$ cat config.mk
export PLATFORM = sky130hd
export DESIGN_NAME = irq_status_ctrl
export DESIGN_NICKNAME = d
export VERILOG_FILES = /design/src/rtl/isr_pkg.sv /design/src/rtl/isr_event_merge.sv /design/src/rtl/isr_status_reg.sv /design/src/rtl/isr_mask_reg.sv /design/src/rtl/isr_irq_gen.sv /design/src/rtl/irq_status_ctrl.sv
export SDC_FILE = /design/constraint.sdc
export NUM_CORES = 1
export LEC_CHECK = 0
export BUFFER_PORTS_ARGS = -buffer_cell sky130_fd_sc_hd__buf_4
export CAP_MARGIN = 40
export CORE_MARGIN = 4
export CORE_UTILIZATION = 33
export CTS_BUF_LIST = sky130_fd_sc_hd__clkbuf_8 sky130_fd_sc_hd__clkbuf_16
export CTS_CLUSTER_SIZE = 40
export DETAILED_ROUTE_END_ITERATION = 16
export PLACE_DENSITY = 0.73
export SYNTH_ARGS = -nofsm -noshare
export SYNTH_HDL_FRONTEND = slang
export SYNTH_SLANG_ARGS = --single-unit
$ cat constraint.sdc
create_clock -name clk -period 0.87 [get_ports clk]
set_clock_uncertainty 0.1 [all_clocks]
set_input_delay 0.174 -clock clk [delete_from_list [all_inputs] [get_ports clk]]
set_output_delay 0.174 -clock clk [all_outputs]
set_load 0.05 [all_outputs]
$ cat src/rtl/isr_pkg.sv
// Shared constants for the interrupt status block.
// Assumes an eight-bit status and mask byte with fixed bit roles.
package isr_pkg;
    localparam int STAT_W       = 8;
    localparam int BIT_RX       = 0;
    localparam int BIT_TXDONE   = 1;
    localparam int BIT_TXEMPTY  = 2;
    localparam int BIT_ALLOC    = 3;
    localparam int BIT_OVERRUN  = 4;
    localparam int BIT_LINK     = 5;
    localparam int BIT_EARLY_RX = 6;
    localparam int BIT_MGMT     = 7;
    localparam logic [STAT_W-1:0] ACK_CLR_MASK = 8'hD6;
    localparam logic [STAT_W-1:0] STAT_RESET   = 8'h04;
    localparam logic [STAT_W-1:0] MASK_RESET   = 8'h00;
endpackage

$ cat src/rtl/isr_event_merge.sv
// Builds per-bit set and clear vectors from events, queue levels and
// host acknowledge writes. Purely combinational.
// Assumes single-cycle pulses on ev_set, rx_pop, alloc_req and ack_we.
module isr_event_merge
    import isr_pkg::*;
(
    input  logic              clk,
    input  logic              rst_n,
    input  logic [STAT_W-1:0] ev_set,
    input  logic              txq_empty,
    input  logic              tdq_nonempty,
    input  logic              rx_pop,
    input  logic              rx_more,
    input  logic              alloc_req,
    input  logic              ack_we,
    input  logic [STAT_W-1:0] ack_data,
    output logic [STAT_W-1:0] set_vec,
    output logic [STAT_W-1:0] clr_vec,
    output logic              tdq_pop
);
    // Set sources: event pulses, forced queue bits, receive pop with remaining entries.
    always_comb begin
        set_vec               = ev_set;
        set_vec[BIT_TXEMPTY]  = ev_set[BIT_TXEMPTY] | txq_empty;
        set_vec[BIT_TXDONE]   = ev_set[BIT_TXDONE]  | tdq_nonempty;
        set_vec[BIT_RX]       = ev_set[BIT_RX]      | (rx_pop & rx_more);
    end

    // Clear sources: filtered acknowledge, receive queue drained, new allocation.
    always_comb begin
        clr_vec            = ack_we ? (ack_data & ACK_CLR_MASK) : '0;
        clr_vec[BIT_RX]    = rx_pop & ~rx_more;
        clr_vec[BIT_ALLOC] = alloc_req;
    end

    // Pop request whenever the tx-done bit is acknowledged.
    always_comb tdq_pop = ack_we & ack_data[BIT_TXDONE];

    AST_ACK_NEVER_CLEARS_LOCKED: assert property (@(posedge clk) disable iff (!rst_n)
        ack_we |-> ((clr_vec & ~ACK_CLR_MASK & ~(8'h01 << BIT_RX) & ~(8'h01 << BIT_ALLOC)) == '0));
endmodule

$ cat src/rtl/isr_status_reg.sv
// Sticky status byte. Each bit is set by its set line, cleared by its
// clear line, and the set wins when both are high in one cycle.
// Assumes set_vec and clr_vec are settled before the clock edge.
module isr_status_reg
    import isr_pkg::*;
#(
    parameter int                W         = STAT_W,
    parameter logic [W-1:0]      RESET_VAL = STAT_RESET
)(
    input  logic         clk,
    input  logic         rst_n,
    input  logic [W-1:0] set_vec,
    input  logic [W-1:0] clr_vec,
    output logic [W-1:0] status
);
    for (genvar i = 0; i < W; i++) begin : g_bit
        // One status flop with set priority over clear.
        always_ff @(posedge clk) begin
            if (!rst_n)           status[i] <= RESET_VAL[i];
            else if (set_vec[i])  status[i] <= 1'b1;
            else if (clr_vec[i])  status[i] <= 1'b0;
        end
    end

    AST_SET_WINS: assert property (@(posedge clk) disable iff (!rst_n)
        (set_vec != '0) |=> ((status & $past(set_vec)) == $past(set_vec)));
    AST_CLEAR_TAKES: assert property (@(posedge clk) disable iff (!rst_n)
        ((clr_vec & ~set_vec) != '0) |=> ((status & $past(clr_vec & ~set_vec)) == '0));
    AST_UNTOUCHED_HOLD: assert property (@(posedge clk) disable iff (!rst_n)
        1'b1 |=> ((status & ~$past(set_vec | clr_vec)) == ($past(status) & ~$past(set_vec | clr_vec))));
endmodule

$ cat src/rtl/isr_mask_reg.sv
// Host-written interrupt enable byte.
// Assumes mask_we is a single-cycle write strobe.
module isr_mask_reg
    import isr_pkg::*;
#(
    parameter int           W         = STAT_W,
    parameter logic [W-1:0] RESET_VAL = MASK_RESET
)(
    input  logic         clk,
    input  logic         rst_n,
    input  logic         mask_we,
    input  logic [W-1:0] mask_data,
    output logic [W-1:0] mask
);
    // Load the mask on write, otherwise hold.
    always_ff @(posedge clk) begin
        if (!rst_n)       mask <= RESET_VAL;
        else if (mask_we) mask <= mask_data;
    end

    AST_MASK_LOAD: assert property (@(posedge clk) disable iff (!rst_n)
        mask_we |=> (mask == $past(mask_data)));
    AST_MASK_HOLD: assert property (@(posedge clk) disable iff (!rst_n)
        !mask_we |=> $stable(mask));
endmodule

$ cat src/rtl/isr_irq_gen.sv
// Registered interrupt line: high when any enabled status bit is set.
// Assumes status and mask come straight from flops.
module isr_irq_gen
    import isr_pkg::*;
#(
    parameter int W = STAT_W
)(
    input  logic         clk,
    input  logic         rst_n,
    input  logic [W-1:0] status,
    input  logic [W-1:0] mask,
    output logic         irq
);
    // Register the OR of enabled pending bits.
    always_ff @(posedge clk) begin
        if (!rst_n) irq <= 1'b0;
        else        irq <= |(status & mask);
    end

    AST_IRQ_LAG: assert property (@(posedge clk) disable iff (!rst_n)
        1'b1 |=> (irq == (|($past(status) & $past(mask)))));
endmodule

$ cat src/rtl/irq_status_ctrl.sv
// Top of the maskable interrupt status block: merges event, queue and
// acknowledge inputs, keeps status and mask, drives a registered irq and
// a pop request to the transmit-completion queue.
// Assumes all inputs are synchronous to clk.
module irq_status_ctrl
    import isr_pkg::*;
(
    input  logic              clk,
    input  logic              rst_n,
    input  logic [STAT_W-1:0] ev_set,
    input  logic              txq_empty,
    input  logic              tdq_nonempty,
    input  logic              rx_pop,
    input  logic              rx_more,
    input  logic              alloc_req,
    input  logic              ack_we,
    input  logic [STAT_W-1:0] ack_data,
    input  logic              mask_we,
    input  logic [STAT_W-1:0] mask_data,
    output logic [STAT_W-1:0] status,
    output logic [STAT_W-1:0] mask,
    output logic              irq,
    output logic              tdq_pop
);
    logic [STAT_W-1:0] set_vec;
    logic [STAT_W-1:0] clr_vec;

    isr_event_merge u_merge (
        .clk(clk), .rst_n(rst_n), .ev_set(ev_set), .txq_empty(txq_empty),
        .tdq_nonempty(tdq_nonempty), .rx_pop(rx_pop), .rx_more(rx_more),
        .alloc_req(alloc_req), .ack_we(ack_we), .ack_data(ack_data),
        .set_vec(set_vec), .clr_vec(clr_vec), .tdq_pop(tdq_pop)
    );

    isr_status_reg #(.W(STAT_W), .RESET_VAL(STAT_RESET)) u_status (
        .clk(clk), .rst_n(rst_n), .set_vec(set_vec), .clr_vec(clr_vec),
        .status(status)
    );

    isr_mask_reg #(.W(STAT_W), .RESET_VAL(MASK_RESET)) u_mask (
        .clk(clk), .rst_n(rst_n), .mask_we(mask_we), .mask_data(mask_data),
        .mask(mask)
    );

    isr_irq_gen #(.W(STAT_W)) u_irq (
        .clk(clk), .rst_n(rst_n), .status(status), .mask(mask), .irq(irq)
    );

    AST_TXEMPTY_FORCED: assert property (@(posedge clk) disable iff (!rst_n)
        txq_empty |=> status[BIT_TXEMPTY]);
    AST_TXDONE_FORCED: assert property (@(posedge clk) disable iff (!rst_n)
        tdq_nonempty |=> status[BIT_TXDONE]);
    AST_RX_IGNORES_ACK: assert property (@(posedge clk) disable iff (!rst_n)
        (ack_we && !ev_set[BIT_RX] && !rx_pop) |=> (status[BIT_RX] == $past(status[BIT_RX])));
    AST_POP_NEEDS_ACK: assert property (@(posedge clk) disable iff (!rst_n)
        tdq_pop |-> (ack_we && ack_data[BIT_TXDONE]));
    AST_RX_DRAIN: assert property (@(posedge clk) disable iff (!rst_n)
        (rx_pop && !rx_more && !ev_set[BIT_RX]) |=> !status[BIT_RX]);
    AST_ALLOC_CLEAR: assert property (@(posedge clk) disable iff (!rst_n)
        (alloc_req && !ev_set[BIT_ALLOC]) |=> !status[BIT_ALLOC]);
endmodule

## Yosys cells after proc, flatten, opt, wreduce, memory -nomap -nowiden

Cells that the tools add are included.

| cells by class | value |
|---|---|
| bitwise operators | 9 |
| reductions and logical operators | 9 |
| multiplexer cells | 15 |

Operator list:

| operator | count |
|---|---|
| $mux W1 | 14 |
| $reduce_bool A2 Y1 | 7 |
| $and A8 B8 Y8 | 1 |
| $mux W8 | 1 |
| $reduce_or A8 Y1 | 1 |
| $and A1 B1 Y1 | 3 |
| $or A1 B1 Y1 | 3 |
| $not A1 Y1 | 2 |
| $reduce_or A2 Y1 | 1 |

| word-level totals | value |
|---|---|
| register bits after elaboration | 17 |
| output and inout port bits | 18 |

## Depth between registers and ports, before layout

| logic depth | value |
|---|---|
| word-level depth | 4 |
| gate-level depth with buffers | 3 |
| depth with buffers taken out | 2 |

## By module

Synthesis repeated with hierarchy kept, for this count alone.

| second synthesis, totals | value |
|---|---|
| cell total of the unflattened synthesis | 75 |
| area, all modules | 815.8 um^2 |

Modules (own cells, without submodules):

| module | times used | area each (um^2) | sequential area each (um^2) | cells an instance |
|---|---|---|---|---|
| isr_status_reg | 1 | 330.3 | 160.2 | 25 |
| isr_mask_reg | 1 | 301.5 | 160.2 | 25 |
| isr_event_merge | 1 | 121.4 | 0.0 | 18 |
| isr_irq_gen | 1 | 62.6 | 20.0 | 7 |

## Worst setup path after synthesis

OpenSTA, ideal clock, no wires.

| path | value |
|---|---|
| path type | reg-to-reg |
| from | reg u_mask.mask[7] |
| to | reg u_irq.irq |
| required time | 0.689 ns |
| slack | -0.308 ns |
| setup time | 0.081 ns |
| buffers on the path | 0 |
| arrival | 0.997 ns |
| stages on the path, launching flop included | 3 |
| clock period less this slack | 1.178 ns |
| path through | dfxtp_1 -> a22oi_1 -> a41oi_1 |

| between the ends | value |
|---|---|
| word-level cells in the longest chain between the ends | 2 |

Ends and longest elaborated chain:

| element | line | source |
|---|---|---|
| start, declared | isr_mask_reg.sv:13 | `output logic [W-1:0] mask` |
| start signal, assigned | isr_mask_reg.sv:18 | `else if (mask_we) mask <= mask_data;` |
| $and A8 B8 Y8 | isr_irq_gen.sv:17 | `else irq <= \|(status & mask);` |
| $reduce_or A8 Y1 | isr_irq_gen.sv:17 |  |
| end signal, assigned | isr_irq_gen.sv:17 |  |
| end, declared | isr_irq_gen.sv:12 | `output logic irq` |

Every way passes these cells.
A chain may end at the register's enable or synchronous reset.

## Worst setup path in the final report

| path | value |
|---|---|
| from | reg u_status.status[2] |
| to | out status[2] |

RTL lines:

| element | line | source |
|---|---|---|
| start, declared | isr_status_reg.sv:14 | `output logic [W-1:0] status` |
| start signal, assigned by index | isr_status_reg.sv:19 | `if (!rst_n) status[i] <= RESET_VAL[i];` |
| end, declared | irq_status_ctrl.sv:20 | `output logic [STAT_W-1:0] status,` |

No word-level cell between the ends.

==> impl_metrics.yaml <==
status:
  status: "complete, but fails checks"
  violations: "negative setup slack"
placed_design:
  place_ws_ns: -0.0647
  dp_hpwl_um: 1390
  port-buffer-count: 47
  dpl.cell_count: 132
  gp_congestion: 0.654
logic_synthesis:
  synth_fp_nets: 92
  yosysSeqAreaShare: 0.544
  ys_top_cells_by_count: "dfxtp_1 (17), nor2_1 (10), mux2i_1 (9)"
  synthArstFlopShare: 0
  yosysMostFrequentCell: "dfxtp_1"
  synth.area.top_cells: "dfxtp_1 (54%), mux2i_1 (14%), nor2_1 (6.0%)"
  synth_warnings: 0
  yosysTopAreaCell: "dfxtp_1"
  synth-edff-count: 0
  synth.distinct_cells: 16
  ys_ff_latch: 17
  syn_area_per_cell_um2: 10.6
  synth_ff_type: "dfxtp_1"
  syn-instance-count: 59
  synth_top_cell_area_share: 0.544
  synth_area_um2: 626
pwr:
  power_leakage_nw: 0.608
  p_per_area_nw_per_um2: 1560
  swShare: 0.288
  finalPower_w: 0.00204
  intPower_w: 0.00145
  p_clk_frac: 0.273
  ir_worst_vdd_mv: 1.55
  p_comb_frac: 0.294
  p_switching_w: 0.000587
  seqPwrFrac: 0.433
routing:
  wl_per_cell_um: 13.7
  vias_per_cell: 4.56
  vias: 643
  dr.pass1.iters: 4
  ant_nets: 0
  drtIter0Drc: 3
  drt-total-wl_um: 1930
  drc: 0
sta:
  setup_tns_ns: -2.70
  hold_viol: 0
  fin_crit_sh: 1.18
  rsz0062_at_grt: "yes"
  worst_slack_ns: -0.154
  setup_viol: 20
  slew_violations: 0
  period_needed_ns: 1.02
  maxSlewHeadroom: 0.856
  fmax_mhz: 976
  worst_hold_slack_ns: 0.00687
  worst_pin_slew_ns: 0.216
clocking:
  clkTransAtPathRegs_ns: 0.06
  htree_levels: 1
  cts_made_buffers: 3
  root_buffer: "clkbuf_8"
  cts_tree: "built"
  clockBufferDepth: 2
  clock-sinks: 17
  cts_hold_buf: 0
  insertion_delay_ns: 0.24
setup_path:
  slowest_stage: "dfxtp_4"
  rr_worst_depth: 3
  critPathLaunchType: "register"
  cp-end-kind: "primary output"
  cp_cell_sequence: "buf_8"
  critPathMaxStageDelay_ns: 0.37
  critPathArrivalTime_ns: 0.75
  path_class: "reg2out"
  required_ns: 0.60
  cp_max_fo: 3
  crit_family: "flip-flops"
  critical_path_depth: 1
  cp_num_buf_inv: 1
grt:
  grt_pass1_wl_um: 3020
  grt_max_degree: 12
  globalRoute.totalOverflow: 0
  antenna_found_initial: 0
  grt_pass1_vias: 694
  track_usage: 0.152
worst_hold_path:
  hold_class: "in2reg"
  whs_path_depth: 2
final_layout:
  drive_gt1_frac: 0.690
  final_cells: 141
  area_growth_pct: 109
  antennaDiodeCount: 0
  layout.nets: 150
die:
  core-area_um2: 1760
  die_w_um: 51.5
  die_h_um: 51.5
  rows: 15
  io_pins: 51
  start_util: 0.355
  die-area_um2: 2660
flow_run:
  cap_violations: 0
==> flip-flops by register name (all words and copies together) (netlist names) <==
signal and flops:
u_mask.mask 8, u_status.status 8, u_irq.irq 1
==> placed cells by master, fill, tap and decap left out, drive strengths merged <==
cell type / n
inv: 2
mux2i: 9
nand2: 1
a41oi: 1
a2111o: 1
a21oi: 1
a22oi: 4
nor2b: 1
a21boi: 4
buf: 55
o31a: 1
and2: 1
dfxtp: 17
clkbuf: 3
nor2: 10
clkinv: 1
o21a: 4
==> timing repair <==
item / CTS / global route
buffers inserted: 5 / 0
pin swaps: 1 / 3
resized for setup: 38 / 5
setup endpoints to repair: 21 / 26
==> power by group through the flow <==
stage | clock [W] | sequential [W] | combinational, W
2_1_floorplan | 0 | 0.00105 | 0.000100
3_3_place_gp | 0 | 0.000877 | 0.000485
3_5_place_dp | 0 | 0.000880 | 0.000491
4_1_cts | 0.000578 | 0.000879 | 0.000591
5_1_grt | 0.000619 | 0.000890 | 0.000629
6_report | 0.000557 | 0.000882 | 0.000598
==> worst register-to-register path, delay by kind of cell (launching register included) <==
family                 cells  cell delay, ns
buffers and inverters      1            0.13
AOI/OAI and AO/OA          2            0.30
DFF                        1            0.33
==> stage by stage <==
stage / util / cell area, µm²
2_1_floorplan: - / 668
3_5_place_dp: 0.604 / 1060
5_1_grt: 0.740 / 1310
4_1_cts: 0.729 / 1290
3_3_place_gp: 0.604 / 1060
6_report: 0.740 / 1310
==> kinds of logic (layout without fill, tap and decap cells) <==
kind of cell           after synthesis  in the layout  share of synthesized area
flip-flops                          17             17                      0.544
AO/OA/AOI/OAI                       16             16                      0.198
AND/OR/NAND/NOR                     13             13                     0.0860
multiplexers                         9              9                      0.144
buffers and inverters                4             61                     0.0280
==> per-layer routing <==
metal	part of all wire	global-route usage	up-vias
li1	-	-	323
met2	0.54	0.301	30
met5	0	0	-
met3	0.089	0.0487	0
met4	0	0.0131	0
met1	0.38	0.158	290
==> worst paths after layout <==
check | startpoint | endpoint | slack, ns
hold / removal | txq_empty | u_status.status[2] | 0.007
setup / recovery | u_status.status[2] | status[2] | -0.15
setup reg to reg | u_mask.mask[5] | u_irq.irq | -0.12
hold reg to reg | u_status.status[2] | u_status.status[2] | 0.41
==> layout make-up <==
| class | instances | area, µm² |
|---|---|---|
| Sequential cell | 17 | 384 |
| Inverter | 2 | 7.51 |
| Fill cell | 139 | 459 |
| Multi-Input combinational cell | 38 | 280 |
| Timing Repair Buffer | 55 | 556 |
| Clock inverter | 1 | 5.00 |
| Tap cell | 25 | 31.3 |
| Clock buffer | 3 | 41.3 |
Power figures use the tool's default switching activity.
